File: src/rtl/irq_redirect_pkg.sv
package irq_redirect_pkg;

  localparam int ENTRY_W   = 64;
  localparam int DM_LSB    = 8;
  localparam int DMODE_BIT = 11;
  localparam int RIRR_BIT  = 14;
  localparam int TRIG_BIT  = 15;
  localparam int MASK_BIT  = 16;
  localparam int DEST_LSB  = 48;
  localparam logic [31:0] MSG_BASE = 32'hFEE0_0000;

  typedef struct packed {
    logic [7:0]  vector;
    logic [2:0]  dlvMode;
    logic        dstMode;
    logic        remoteIrr;
    logic        level;
    logic        masked;
    logic [15:0] dest;
  } rteFields_t;

  // control -> datapath strobes
  typedef struct packed {
    logic load;    // latch selected pin into the output slot
    logic rewind;  // scan pointer back to pin 0
  } irdeCtl_t;

  // datapath -> control status
  typedef struct packed {
    logic found;   // a deliverable pin exists at or above the pointer
    logic kick;    // an event that calls for a pass
  } irdeStat_t;

  function automatic rteFields_t decodeEntry(input logic [ENTRY_W-1:0] e);
    rteFields_t f;
    f.vector    = e[7:0];
    f.dlvMode   = e[DM_LSB +: 3];
    f.dstMode   = e[DMODE_BIT];
    f.remoteIrr = e[RIRR_BIT];
    f.level     = e[TRIG_BIT];
    f.masked    = e[MASK_BIT];
    f.dest      = e[DEST_LSB +: 16];
    return f;
  endfunction

  function automatic logic [31:0] msgAddrOf(input rteFields_t f);
    return MSG_BASE | (32'(f.dest) << 12) | (32'(f.dstMode) << 2);
  endfunction

  function automatic logic [31:0] msgDataOf(input rteFields_t f);
    return {16'h0, f.level, 4'h0, f.dlvMode, f.vector};
  endfunction

endpackage

File: src/rtl/irq_redirect_dp.sv
module irq_redirect_dp
  import irq_redirect_pkg::*;
#(
  parameter int NUM_PINS = 24,
  localparam int IDX_W = $clog2(NUM_PINS),
  localparam int PTR_W = $clog2(NUM_PINS + 1)
) (
  input  logic                        clk,
  input  logic                        rstN,
  input  logic [NUM_PINS-1:0]         irqIn,
  input  logic [NUM_PINS*ENTRY_W-1:0] rteIn,
  input  logic                        eoiValid,
  input  logic [7:0]                  eoiVector,
  input  irdeCtl_t                    ctl,
  output irdeStat_t                   stat,
  output logic [NUM_PINS-1:0]         rirrSet,
  output logic [NUM_PINS-1:0]         rirrClr,
  output logic [31:0]                 msgAddr,
  output logic [31:0]                 msgData
);

  rteFields_t fld [NUM_PINS];
  logic [NUM_PINS-1:0] pinNow, pinQ, rise, edgePend, pending;
  logic [NUM_PINS-1:0] isLevel, isMasked, rirrOn, inRange, cand;
  logic [NUM_PINS-1:0] edgeSet, edgeClr, levelKick, eoiHit, eoiKick;
  logic [PTR_W-1:0]    ptr;
  logic [IDX_W-1:0]    selIdx;
  logic                found;

  for (genvar p = 0; p < NUM_PINS; p++) begin : g_pin
    assign fld[p] = decodeEntry(rteIn[p*ENTRY_W +: ENTRY_W]);

    // input routing: input 0 feeds pin 2, pin 0 has no source
    if (p == 0) begin : g_none
      assign pinNow[p] = 1'b0;
    end else if (p == 2) begin : g_merge
      assign pinNow[p] = irqIn[2] | irqIn[0];
    end else begin : g_direct
      assign pinNow[p] = irqIn[p];
    end

    assign isLevel[p]   = fld[p].level;
    assign isMasked[p]  = fld[p].masked;
    assign rirrOn[p]    = fld[p].remoteIrr;
    assign rise[p]      = pinNow[p] & ~pinQ[p];
    assign edgeSet[p]   = rise[p] & ~isLevel[p] & ~isMasked[p];
    assign levelKick[p] = rise[p] & isLevel[p] & ~rirrOn[p];
    assign pending[p]   = isLevel[p] ? pinQ[p] : edgePend[p];
    assign inRange[p]   = (PTR_W'(p) >= ptr);
    assign cand[p]      = pending[p] & ~isMasked[p] & ~(isLevel[p] & rirrOn[p]) & inRange[p];
    assign eoiHit[p]    = eoiValid & rirrOn[p] & (fld[p].vector == eoiVector);
    assign eoiKick[p]   = eoiHit[p] & ~isMasked[p] & pending[p];
    assign edgeClr[p]   = ctl.load & (selIdx == IDX_W'(p)) & ~isLevel[p];
    assign rirrSet[p]   = ctl.load & (selIdx == IDX_W'(p)) & isLevel[p];
    assign rirrClr[p]   = eoiHit[p];
  end

  // lowest deliverable pin at or above the scan pointer
  always_comb begin
    found  = 1'b0;
    selIdx = '0;
    for (int i = NUM_PINS - 1; i >= 0; i--) begin
      if (cand[i]) begin
        found  = 1'b1;
        selIdx = IDX_W'(i);
      end
    end
  end

  assign stat.found = found;
  assign stat.kick  = (|edgeSet) | (|levelKick) | (|eoiKick);

  always_ff @(posedge clk) begin
    if (!rstN) begin
      pinQ     <= '0;
      edgePend <= '0;
      ptr      <= '0;
      msgAddr  <= '0;
      msgData  <= '0;
    end else begin
      pinQ     <= pinNow;
      edgePend <= (edgePend & ~edgeClr) | edgeSet;
      if (ctl.rewind) begin
        ptr <= '0;
      end else if (ctl.load) begin
        ptr <= PTR_W'(selIdx) + PTR_W'(1);
      end
      if (ctl.load) begin
        msgAddr <= msgAddrOf(fld[selIdx]);
        msgData <= msgDataOf(fld[selIdx]);
      end
    end
  end

endmodule

File: src/rtl/irq_redirect_ctl.sv
module irq_redirect_ctl
  import irq_redirect_pkg::*;
(
  input  logic      clk,
  input  logic      rstN,
  input  irdeStat_t stat,
  input  logic      msgReady,
  output irdeCtl_t  ctl,
  output logic      msgValid
);

  logic passActive, rerun, slotFree, passEnd;

  assign slotFree   = ~msgValid | msgReady;
  assign passEnd    = passActive & ~stat.found;
  assign ctl.load   = passActive & stat.found & slotFree;
  assign ctl.rewind = passEnd;

  always_ff @(posedge clk) begin
    if (!rstN) begin
      passActive <= 1'b0;
      rerun      <= 1'b0;
      msgValid   <= 1'b0;
    end else begin
      if (!passActive) begin
        passActive <= stat.kick;
      end else if (passEnd) begin
        passActive <= rerun | stat.kick;
      end

      if (!passActive || passEnd) begin
        rerun <= 1'b0;
      end else if (stat.kick) begin
        rerun <= 1'b1;
      end

      if (ctl.load) begin
        msgValid <= 1'b1;
      end else if (msgReady) begin
        msgValid <= 1'b0;
      end
    end
  end

endmodule

File: src/rtl/irq_redirect_engine.sv
module irq_redirect_engine
  import irq_redirect_pkg::*;
#(
  parameter int NUM_PINS = 24
) (
  input  logic                        clk,
  input  logic                        rstN,
  input  logic [NUM_PINS-1:0]         irqIn,
  input  logic [NUM_PINS*ENTRY_W-1:0] rteIn,
  input  logic                        eoiValid,
  input  logic [7:0]                  eoiVector,
  output logic                        msgValid,
  input  logic                        msgReady,
  output logic [31:0]                 msgAddr,
  output logic [31:0]                 msgData,
  output logic [NUM_PINS-1:0]         rirrSet,
  output logic [NUM_PINS-1:0]         rirrClr
);

  irdeCtl_t  ctl;
  irdeStat_t stat;

  irq_redirect_dp #(.NUM_PINS(NUM_PINS)) u_dp (
    .clk       (clk),
    .rstN      (rstN),
    .irqIn     (irqIn),
    .rteIn     (rteIn),
    .eoiValid  (eoiValid),
    .eoiVector (eoiVector),
    .ctl       (ctl),
    .stat      (stat),
    .rirrSet   (rirrSet),
    .rirrClr   (rirrClr),
    .msgAddr   (msgAddr),
    .msgData   (msgData)
  );

  irq_redirect_ctl u_ctl (
    .clk      (clk),
    .rstN     (rstN),
    .stat     (stat),
    .msgReady (msgReady),
    .ctl      (ctl),
    .msgValid (msgValid)
  );

endmodule

File: config.mk
export PLATFORM = sky130hd
export DESIGN_NAME = irq_redirect_engine
export DESIGN_NICKNAME = d
export VERILOG_FILES = /design/src/rtl/irq_redirect_pkg.sv /design/src/rtl/irq_redirect_dp.sv /design/src/rtl/irq_redirect_ctl.sv /design/src/rtl/irq_redirect_engine.sv
export SDC_FILE = /design/constraint.sdc
export NUM_CORES = 1
export LEC_CHECK = 0
export ABC_CLOCK_PERIOD_IN_PS = 4500
export BUFFER_PORTS_ARGS = -buffer_cell sky130_fd_sc_hd__buf_2
export CAP_MARGIN = 0
export CORE_AREA = 2 2 653 655
export DETAILED_ROUTE_END_ITERATION = 10
export DIE_AREA = 0 0 655 657
export PLACE_DENSITY = 0.3
export SYNTH_ARGS = -nofsm -noshare
export SYNTH_HDL_FRONTEND = slang
export SYNTH_HIERARCHICAL = 1
export SYNTH_SLANG_ARGS = --single-unit
File: constraint.sdc
create_clock -name clk -period 4.5 [get_ports clk]
set_input_delay 0.675 -clock clk [delete_from_list [all_inputs] [get_ports clk]]
set_output_delay 0.675 -clock clk [all_outputs]
set_load 0.1 [all_outputs]
### Word level (Yosys, flattened, before mapping)

Index checks and enable logic that the tools add are counted.

* bits in registers: 100
* word-level logic and storage cells: 683
* input port bits: 1572

* reductions and logical operators: 9
* eq/ne operators: 47
* add/subtract/negate cells: 1
* multiplexer cells: 79
* bitwise operators: 513
* $lt $le $gt $ge: 25

Operators by type and width (count)
* bitwise AND 1 bit: 382
* equality test 8 bit: 24
* binary-select mux 31 bit (select 5 bit): 1
* NOT 1 bit: 121
* 2-to-1 mux 5 bit: 24
* 2-to-1 mux 31 bit: 2
* 2-to-1 mux 1 bit: 52
* OR reduction 23 bit: 2
* equality test 5 x 4 -> 1 bit (second input constant): 8
* equality test 5 bit (second input constant): 8
* >= comparator 4 x 5 -> 1 bit (first input constant): 8
* >= comparator 5 bit (first input constant): 8
* bitwise OR 32 x 3 -> 32 bit: 1
* bitwise AND 24 bit: 1
* NOT 24 bit: 1
* bitwise OR 24 bit: 1
* OR reduction 24 bit: 1
* equality test 5 x 3 -> 1 bit (second input constant): 4
* >= comparator 3 x 5 -> 1 bit (first input constant): 4
* equality test 5 x 2 -> 1 bit (second input constant): 2
* >= comparator 1 x 5 -> 1 bit (first input constant): 2
* >= comparator 2 x 5 -> 1 bit (first input constant): 2
* >= comparator 6 bit (second input constant): 1
* NOT 5 -> 6 bit: 1
* 8 further kinds: 13

### Longest topological paths before layout

Gate-level depths: netlist (run 1).

* depth in word-level cells: 35
* gate-level depth with buffers: 18
* mapped depth without buffers: 12

### Modules after synthesis

Netlist (run 1), hierarchy kept.

Modules (own cells, without submodules)
* irq_redirect_dp: sequential area each 1521.5 um^2, area an instance 11662.4 um^2, cells an instance 1351, times used 1
* irq_redirect_ctl: sequential area each 60.1 um^2, area an instance 128.9 um^2, cells an instance 14, times used 1

### Least setup slack after synthesis (run 1)

OpenSTA, ideal clock, no wires.

* kind: input-to-output
* start: in rteIn[143]
* end: out rirrSet[3]
* data arrival time: 5582 ps
* slack: -1757 ps
* path buffers: 5
* stages on the path: 13
* cells stage by stage: buf_2 > a211o_1 > nor4_1 > nor4_1 > a221o_1 > a21oi_1 > buf_2 > buf_2 > buf_1 > ha_1 > clkbuf_1 > nand2_1 > nor3b_1

* longest elaborated chain between the ends: 11
* elaborated cells between the ends (all ways): 17
* those cells by class: eq/ne: 1; mux: 7; bitwise: 9

Ends and longest elaborated chain
* start, declared: RTL line irq_redirect_engine.sv:9 `input logic [NUM_PINS*ENTRY_W-1:0] rteIn,`
* 2-to-1 mux 1 bit or bitwise AND 1 bit (tied branches): RTL line irq_redirect_dp.sv:48, irq_redirect_dp.sv:50
* bitwise AND 1 bit or NOT 1 bit (tied branches): RTL line irq_redirect_dp.sv:50 `assign cand[p] = pending[p] & ~isMasked[p] & ~(isLevel[p] & rirrOn[p]) & inRange[p];`
* bitwise AND 1 bit * (2 in series): RTL line irq_redirect_dp.sv:50
* 2-to-1 mux 1 bit (3 in series): RTL line irq_redirect_dp.sv:63 `if (cand[i]) begin`
* bitwise AND 1 bit (2 in series): RTL line irq_redirect_ctl.sv:16 `assign ctl.load = passActive & stat.found & slotFree;`
* bitwise AND 1 bit * (2 in series): RTL line irq_redirect_dp.sv:54 `assign rirrSet[p] = ctl.load & (selIdx == IDX_W'(p)) & isLevel[p];`
* end, declared: RTL line irq_redirect_engine.sv:16 `output logic [NUM_PINS-1:0] rirrSet,`

Mark *: on every way between the ends. The rest lies on a longest branch, timed or not.

### Worst setup path after layout (run 1)

* start: reg u_dp.ptr[1]
* end: reg u_dp.msgData[6]

* longest elaborated chain between the ends: 30
* elaborated cells between the ends (all ways): 102
* those cells by class: order compare: 24; mux: 51; bitwise: 27

Ends and longest elaborated chain
* start, declared: RTL line irq_redirect_dp.sv:26 `logic [PTR_W-1:0] ptr;`
* start signal, assigned: RTL line irq_redirect_dp.sv:86 `ptr <= PTR_W'(selIdx) + PTR_W'(1);`
* >= comparator 5 bit: RTL line irq_redirect_dp.sv:49 `assign inRange[p] = (PTR_W'(p) >= ptr);`
* bitwise AND 1 bit: RTL line irq_redirect_dp.sv:50
* 2-to-1 mux 5 bit (24 in series): RTL line irq_redirect_dp.sv:63
* NOT 5 -> 6 bit (implied by the code): RTL line irq_redirect_dp.sv:90 `msgData <= msgDataOf(fld[selIdx]);`
* binary-select mux 31 bit (select 5 bit): RTL line irq_redirect_dp.sv:90
* 2-to-1 mux 31 bit (2 in series)
* end signal, assigned: RTL line irq_redirect_dp.sv:90
* end, declared: RTL line irq_redirect_dp.sv:19 `output logic [31:0] msgData`

Parallel ways exist; a longest one is shown, timed or not. The select of a mux whose other input is x is not followed.
A chain may end at the register's enable or synchronous reset.

==> results.cfg, run 1 <==
[power]
power_switching_mw = 4.003
p_comb_frac = 0.735
p_seq_frac = 0.119
p_int_mw = 3.313
netSwitchingFraction = 0.5472
ir_worst_vdd_v = 0.0002966
powerDensity_mw_per_mm2 = 285.3
pwr-share-clk = 0.146
p_leak_nw = 8.349

[logic_synthesis]
ys_warn_count = 6
syn_avg_cell_area_um2 = 8.638
synthesis.area_mm2 = 0.01179
synth_cells = 1365
synth_common_cells = xnor2_1, mux2i_1, dfxtp_1, mux4_2, nand2_1
synth_edf_count = 0
yosysTopAreaCell = mux4_2
yosysUniqueCellTypes = 81
synth.area.top_cells = mux4_2, dfxtp_1, xnor2_1
synth_top_area_frac = 0.1433
postSynth.asyncResetShare = 0
synth_flop_cell = dfxtp_1
synth_most_common_cell = xnor2_1
seq_area_frac_synth = 0.1341
ys_ff_latch = 79

[floorplanning]
core-area_mm2 = 0.4228
fp-row-count = 239
start_util = 0.02789
dieArea_mm2 = 0.4303
die_w_um = 655
die_y_um = 657
pin_count = 1685

[worst_setup_path]
reg2reg_slack_ns = 0.01
worstSetupEndpointType = register
worstSetupPathType = register to register
cp_data_arrival_time_ns = 4.86
required_ns = 4.87
worst-path-max-fanout = 15
worst_setup_path_start_kind = register
ff2ff_path_depth = 13

[routing]
drtIter0Drc = 1361
drc = 0
ant_nets = 0
avgRoutedWirePerCell_um = 20.92
dr.pass1.iters = 5
dr_total_vias = 16176
viasPerCell = 2.038
drt_wl_total_mm = 166.1

[hold_path]
whs_path_depth = 2
hp-class = primary input to register

[clocking]
cts_hold_buf = 0
clkLatencyLatePin_ns = 0.48
htree_levels = 3
cts_tree = done
cts_root_buf = clkbuf_16
clk_pin_slew_ns = 0.14
cts_sinks = 79
cts_buffers = 9
ctsLongestPathBuffers = 2

[placed_design]
place_area_mm2 = 0.02498
dp_hpwl_mm = 151.6
gp_congestion = 0.8812
port_buffers = 717

[global_route]
groute.usage.overall = 0.07444
overflow = 0
grt_pass1_wl_mm = 199.7
grt_max_degree = 63
grt_pass1_vias = 16066
antenna_found_initial = 164

[finish]
layout-drive-gt1-share = 0.5379
syn_to_final_growth_pct = 117.5
stdcell_area_mm2 = 0.02564
nets = 3812

[run_status]
outcome = finished clean

[flow_run]
cap_violations = 0

[timing]
clock.fmax_ghz = 0.2229
finalCriticalPeriod_ns = 4.487
rsz0062_at_grt = yes
finalHoldViolCount = 0
worst_pin_slew_ns = 0.9498
fin_hold_ws_ns = 0.4336
slew_headroom = 0.3668
maxSlewViolCount = 0
skew_ns = 0.05982
period_share = 0.9972
setup_viol = 0
-- registers in the layout, summed over array words and instances (netlist names) --
signal and cells:
u_ctl/msgValid 1, u_ctl/passActive 1, u_dp/pinQ 23, u_dp/ptr 5, u_dp/msgAddr 12, u_dp/edgePend 24
u_dp/msgData 12, u_ctl/rerun 1
-- cell families (layout without fill, tap and decap cells) --
kind of cell	after synthesis	after routing	share of synthesized area
and+or+nand+nor	397	397	0.1897
AOI/OAI and AO/OA	315	315	0.1889
muxes	212	212	0.2644
xor gates and xnor gates	194	194	0.1441
buffers and inverters	162	1007	0.07311
DFF	79	79	0.1341
adders and majority gates	5	5	0.005306
other	1	67	0.0003180
-- metal layers --
layer | vias to the layer above | GRT usage | part of all wire
met5 | - | 0 | 0.0032
met1 | 7977 | 0.08600 | 0.38
li1 | 6999 | - | -
met4 | 80 | 0.01464 | 0.027
met3 | 270 | 0.02603 | 0.088
met2 | 850 | 0.1315 | 0.50
-- critical path, stage by stage (launching register included) --
cell       delay, ns
dfxtp_4         0.40
or3_4           0.40
a221o_1         0.36
a2111oi_4       0.38
o31ai_2         0.18
a32o_2          0.30
a21oi_4         0.18
buf_4           0.38
mux2i_1         0.65
buf_4           0.26
o22ai_1         0.08
o22ai_1         0.48
buf_4           0.24
a21boi_0        0.08
-- stage by stage --
stage / TNS (ns) / instances / total power, mW / setup WS [ns] / utilization
finish: 0 / 7939 / 7.316 / 0.01269 / 0.06064
CTS: 0 / 7900 / 7.446 / 0.01723 / 0.06026
global route: 0 / 7910 / 7.637 / 0.003800 / 0.06047
floorplan: -0.4289 / 1395 / 3.650 / -0.3841 / -
global placement: -8.974 / 7879 / 6.278 / -0.7261 / 0.05907
detailed placement: -7.649 / 7879 / 6.258 / -0.7145 / 0.05907
-- path summary, 6_finish.rpt --
| check | start | endpoint |
|---|---|---|
| max | u_dp/ptr[1] | u_dp/msgData[6] |
| min | irqIn[20] | u_dp/pinQ[20] |
| min reg2reg | u_dp/edgePend[6] | u_dp/edgePend[6] |
| max reg2reg | u_dp/ptr[1] | u_dp/msgData[6] |
-- placed cells by master, fill, tap and decap left out, types with 13 or more instances in the layout --
cell type | Yosys | final
nand4_1 | 34 | 34
inv_1 | 13 | 13
a211oi_1 | 23 | 23
dfxtp_1 | 79 | 74
a21oi_1 | 45 | 43
xor2_1 | 36 | 36
nand3b_1 | 14 | 14
nor2_1 | 45 | 42
nor3_1 | 52 | 24
xnor2_1 | 158 | 158
mux4_2 | 75 | 75
o22ai_1 | 52 | 51
and2_1 | 27 | 27
a31oi_1 | 13 | 13
o21ai_0 | 42 | 41
diode_2 | 0 | 36
a221oi_1 | 21 | 19
buf_12 | 0 | 68
nand3_1 | 43 | 43
nand2b_1 | 30 | 30
buf_4 | 46 | 232
nand2_1 | 54 | 49
nor3_2 | 0 | 20
and3_1 | 18 | 15
mux2i_1 | 102 | 101
conb_1 | 1 | 31
mux2_2 | 34 | 34
buf_2 | 23 | 672
a22oi_1 | 32 | 31
-- power by group through the flow --
stage,Sequential [mW],Combinational [mW],Clock [mW]
2_1_floorplan,1.21,2.44,0
3_3_place_gp,0.889,5.39,0
3_5_place_dp,0.889,5.37,0
4_1_cts,0.876,5.45,1.12
5_1_grt,0.883,5.63,1.12
6_report,0.874,5.37,1.07
-- repair_timing --
action                                  4_1_cts  5_1_grt
resized for setup                            34       10
cloned                                        0        0
setup buffers                                 6        3
pin swaps                                     7        1
endpoints found under the setup margin       40       16
-- area by class of cell --
| cell class | count | area [um2] |
|---|---|---|
| fillers | 50050 | 397200 |
| multi-input cells | 1154 | 9963 |
| well taps | 5663 | 7086 |
| repair buffers | 976 | 6507 |
| flip-flops and latches | 79 | 1598 |
| clock buffers | 9 | 225.2 |
| clock inverters | 7 | 108.9 |
| diodes | 36 | 90.09 |
| inverters | 15 | 63.81 |
(Power assumes the default switching activity.)
==> run 2: changes to the inputs <==
CELL_PAD_IN_SITES_DETAIL_PLACEMENT = 0   (was not set)
CELL_PAD_IN_SITES_GLOBAL_PLACEMENT = 1   (was not set)
CORE_AREA = 2 2 662 664   (was 2 2 653 655)
DIE_AREA = 0 0 664 666   (was 0 0 655 657)
PLACE_DENSITY = 0.31   (was 0.3)
==> run 2 against run 1 <==
Compared with the run above:
- the flow now finishes with violations (setup timing)
- maximum frequency down 2.1%
- non-clock buffer count up 82
- flip-flop and latch count unchanged
- clock skew up 0.0025 ns
- core utilization up 0.16 points
- die area up 2.8%
- register-to-register slack about the same
- sequential power down 2.5%
- worst setup slack worse by 0.096 ns
- global-route usage up 0.58 points
- sequential share of layout area down 0.37 points
- via count up 0.38%
- critical endpoint is now rirrSet[3]
==> results.cfg, run 2 (synthesis results as in run 1) <==
[run_status]
outcome = complete, but fails checks
violations = setup timing

[clocking]
clkLatencyLatePin_ns = 0.49
cts_hold_buf = 0
clk_pin_slew_ns = 0.13
ctsLongestPathBuffers = 2
cts_root_buf = clkbuf_16
htree_levels = 3
cts_sinks = 79
cts_buffers = 9
cts_tree = done

[routing]
drc = 0
drt_wl_total_mm = 184.4
dr_total_vias = 16237
avgRoutedWirePerCell_um = 22.69
viasPerCell = 1.998
drtIter0Drc = 778
ant_nets = 0
dr.pass1.iters = 4

[floorplanning]
die_y_um = 666
start_util = 0.02704
die_w_um = 664
dieArea_mm2 = 0.4422
pin_count = 1685
fp-row-count = 243
core-area_mm2 = 0.4360

[finish]
reg.largest.list = u_dp/edgePend x24, u_dp/pinQ x23
register_area_mm2 = 0.001592
layout_commonest_cell = buf_2
largest_reg_flops = 24
syn_to_final_growth_pct = 130.2
largest_register = u_dp/edgePend
layout-drive-gt1-share = 0.5724
final_cell_mix = buf_2, buf_4, xnor2_1
nets = 3894
multi_input_area_mm2 = 0.01034
nFillCells = 51493
instances_no_fill = 8126

[power]
powerDensity_mw_per_mm2 = 297.9
ir_worst_vdd_v = 0.0002720
power.total_mw = 8.087
p_leak_nw = 8.935

[timing]
skew_ns = 0.06234
setup_ws_ns = -0.08362
setup_viol = 10
finalCriticalPeriod_ns = 4.584
finalHoldViolCount = 0
period_share = 1.019
fin_hold_ws_ns = 0.4167
worst_pin_slew_ns = 1.239
maxSlewViolCount = 0
tns_ns = -0.3385
clock.fmax_ghz = 0.2182
rsz0062_at_grt = yes
slew_headroom = 0.1624

[global_route]
antenna_found_initial = 180
groute.usage.overall = 0.08021
grt_pass1_wl_mm = 217.6
grt_pass1_vias = 16477
overflow = 0
grt_max_degree = 44

[flow_run]
cap_violations = 0

[placed_design]
dp_cells = 8014
port_buffers = 717
dp_hpwl_mm = 168.2
gp_congestion = 0.8148

[hold_path]
min_from = irqIn[10]
min_to = u_dp/pinQ[10]
hp-class = primary input to register
whs_path_depth = 2

[worst_setup_path]
regToRegStartpoint = u_dp/ptr[3]
worst_setup_path_start_kind = register
r2r-end = u_dp/msgData[1]
worst-path-max-fanout = 4
cp_data_arrival_time_ns = 3.91
worstSetupEndpointType = output port
slowest_stage = a221o_1
ff2ff_path_depth = 17
required_ns = 3.83
slowest_delay_ns = 0.41
worstSetupPathType = register to output port
worstPathCellList = buf_6 -> or3_4 -> a221o_1 -> a2111oi_4 -> o31ai_4 -> a32o_2 -> a21oi_4 -> buf_12 -> buf_8 -> ha_4 -> buf_6 -> nand2_8 -> buf_4 -> nor3b_4 -> buf_12
reg2reg_slack_ns = 0.01
run 2: where the power goes:
group	total, mW	switching [mW]	leakage [nW]	internal (mW)
Combinational	6.23	3.80	8.14	2.44
Clock	1.00	0.599	0.142	0.403
Sequential	0.852	0.0660	0.654	0.786
Total	8.09	4.46	8.93	3.63
run 2: metrics by stage:
step	instance area [um2]	util	setup slack [ns]
detailed placement	25600	0.05872	-0.4455
global placement	25590	0.05870	-0.4754
CTS	26530	0.06084	-0.2621
floorplan	12230	-	-0.3841
finish	27150	0.06227	-0.08362
global route	27070	0.06210	-0.2150
run 2: critical path, delay by kind of cell (launching register included):
kind | cells | cell delay [ns]
AOI/OAI and AO/OA | 5 | 1.39
and+or+nand+nor | 3 | 0.72
adders and majority gates | 1 | 0.13
DFF | 1 | 0.39
buffers and inverters | 6 | 0.80
run 2: metal layers:
layer	vias up	track usage	wire [um]
li1	7176	-	-
met1	7998	0.08406	66900
met2	757	0.1577	101400
met3	254	0.02183	11250
met4	52	0.01621	4488
met5	-	0	341
run 2: timing repair:
| item | 4_1_cts | 5_1_grt |
|---|---|---|
| gates resized for setup | 85 | 49 |
| endpoints found under the setup margin | 38 | 27 |
| cloned | 0 | 2 |
| setup buffers | 26 | 25 |
| pin swaps | 20 | 32 |
run 2: how the worst max path moves through the flow:
stage / startpoint / endpoint / depth (start not counted)
after global routing: u_dp/ptr[3] / rirrSet[7] / 15
after CTS: u_dp/ptr[3] / rirrSet[7] / 15
after detailed placement: rteIn[335] / u_dp/msgData[1] / 15
after floorplan: rteIn[590] / rirrSet[3] / 12
after global placement: rteIn[335] / u_dp/msgData[1] / 15
final: u_dp/ptr[3] / rirrSet[3] / 15
run 2: area by class of cell:
type,instances,share of cell area
Multi-Input combinational cell,1154,0.3809
Timing Repair Buffer,1058,0.2772
Tap cell,5757,0.2653
Sequential cell,79,0.05862
Clock buffer,10,0.008803
Antenna cell,47,0.004332
Inverter,15,0.003042
Clock inverter,6,0.001843
==> run 3: changes to the inputs <==
TNS_END_PERCENT = 1   (was not set)
==> run 3 against run 2 <==
Compared with the run above:
- the run now ends clean
- power decreased by 8.7%
- maximum frequency increased by 1.9%
- wire length decreased by 7.9%
- via count decreased by 1.6%
- core utilization decreased by 0.27 points
- worst setup slack improved by 0.085 ns
- design area decreased by 4.4%
- critical path depth increased by 2
- flip-flop and latch count unchanged
- non-clock buffer count decreased by 70
- critical endpoint is now rirrSet[6]
- largest cell class unchanged
==> results.cfg, run 3 (synthesis results as in run 1) <==
[power]
p_seq_frac = 0.117
p_leak_nw = 8.454
netSwitchingFraction = 0.5428
pwr-share-clk = 0.138
p_comb_frac = 0.746
ir_worst_vdd_v = 0.0001499
power_switching_mw = 4.007
p_int_mw = 3.375
powerDensity_mw_per_mm2 = 284.4

[global_route]
overflow = 0
antenna_found_initial = 171
grt_pass1_wl_mm = 203.5
groute.usage.overall = 0.07390
grt_pass1_vias = 16052
grt_max_degree = 32

[floorplanning]
start_util = 0.02704
die_w_um = 664
die_y_um = 666
fp-row-count = 243
core-area_mm2 = 0.4360
dieArea_mm2 = 0.4422
pin_count = 1685

[routing]
drc = 0
drtIter0Drc = 921
drt_wl_total_mm = 169.8
viasPerCell = 1.985
avgRoutedWirePerCell_um = 21.09
dr.pass1.iters = 6
dr_total_vias = 15982
ant_nets = 0

[finish]
nFillCells = 51684
syn_to_final_growth_pct = 120.1
reg.largest.list = u_dp/edgePend x24, u_dp/pinQ x23
largest_reg_flops = 24
utilization = 0.05952
final_cell_mix = buf_2, buf_4, xnor2_1
layout_commonest_cell = buf_2
largest_register = u_dp/edgePend
layout-drive-gt1-share = 0.5360
nets = 3824

[worst_setup_path]
cp_data_arrival_time_ns = 3.82
worstSetupEndpointType = output port
worst_setup_path_start_kind = register
slowest_stage = a2111o_1
slowest_delay_ns = 0.43
crit_buf_inv = 8
worstSetupPathType = register to output port
worstPathCellList = buf_12 -> buf_8 -> o21a_4 -> a2111o_1 -> a22o_1 -> a2111o_1 -> a32o_2 -> a21oi_4 -> buf_6 -> buf_12 -> inv_8 -> ha_4 -> nand2_1 -> buf_6 -> nor3_4 -> buf_6 -> buf_12
path_delay_family = compound AO/OA/AOI/OAI gates
worst-path-max-fanout = 7
required_ns = 3.83

[clocking]
cts_root_buf = clkbuf_16
clkLatencyLatePin_ns = 0.44
cts_sinks = 79
cts_buffers = 9
ctsLongestPathBuffers = 2
htree_levels = 3
clk_pin_slew_ns = 0.10
cts_hold_buf = 0
cts_tree = done

[timing]
finalCriticalPeriod_ns = 4.499
maxSlewViolCount = 0
finalHoldViolCount = 0
fin_hold_ws_ns = 0.4588
slew_headroom = 0.2817
setup_viol = 0
rsz0062_at_grt = yes
clock.fmax_ghz = 0.2223
skew_ns = 0.03563
worst_pin_slew_ns = 1.069
period_share = 0.9998

[run_status]
outcome = finished clean

[hold_path]
hp-class = primary input to register

[placed_design]
dp_hpwl_mm = 156.1
gp_congestion = 0.8325
port_buffers = 717

[flow_run]
cap_violations = 0
==> run 3: cell count changes in the layout (fill, tap and decap cells not counted), moves of 5 or more <==
cell	previous run	this run
and3_1	5	10
a211oi_2	6	0
a211oi_1	16	23
buf_4	275	230
o22ai_2	7	0
buf_12	88	76
nor3_1	24	39
diode_2	47	42
nor3_2	20	8
o22ai_1	45	52
==> run 3: metrics by stage <==
step	total power, mW	setup TNS (ns)	setup WS (ns)	instances	area [um2]
after detailed placement	6.376	-10.43	-0.6390	7984	25040
after global routing	7.779	-1.104	-0.1147	8019	25870
after floorplan	3.590	-14.87	-0.7805	1395	11990
after CTS	7.548	-1.994	-0.1736	8003	25620
final	7.381	0	0.001014	8051	25950
after global placement	6.403	-11.35	-0.6711	7984	25040
==> run 3: final cells by class <==
type,count,area [um2],share of cell area
multi-input combinational,1154,9906,0.3817
timing repair buffer,988,6748,0.2600
antenna,42,105.1,0.004050
clock buffer,9,225.2,0.008678
tap,5757,7203,0.2776
inverter,15,63.81,0.002459
clock inverter,7,108.9,0.004194
sequential,79,1593,0.06137
==> run 3: what timing repair did <==
item	CTS	global route
cloned	0	1
resized for setup	56	29
pin swaps	2	11
buffers inserted	3	7
setup endpoints to repair	28	26
==> run 3: worst paths after layout <==
check	startpoint	endpoint	slack [ns]	cells after the start
min	irqIn[23]	u_dp/pinQ[23]	0.46	2
min reg2reg	u_dp/edgePend[0]	u_dp/edgePend[0]	0.48	1
max reg2reg	u_dp/ptr[3]	u_dp/msgData[7]	0.15	17
max	u_dp/ptr[3]	rirrSet[6]	0.001	17
==> run 3: metal layers <==
| layer | wire length, um | track usage |
|---|---|---|
| met1 | 70530 | 0.09013 |
| met2 | 84180 | 0.1306 |
| met3 | 10900 | 0.01911 |
| met4 | 3870 | 0.01352 |
| met5 | 339 | 0 |
==> run 3: power groups by stage <==
stage / registers (mW) / logic, mW / clock network (mW)
CTS: 0.863 / 5.59 / 1.09
floorplan: 1.21 / 2.38 / 0
detailed placement: 0.874 / 5.50 / 0
finish: 0.863 / 5.50 / 1.02
global route: 0.876 / 5.81 / 1.09
global placement: 0.874 / 5.53 / 0
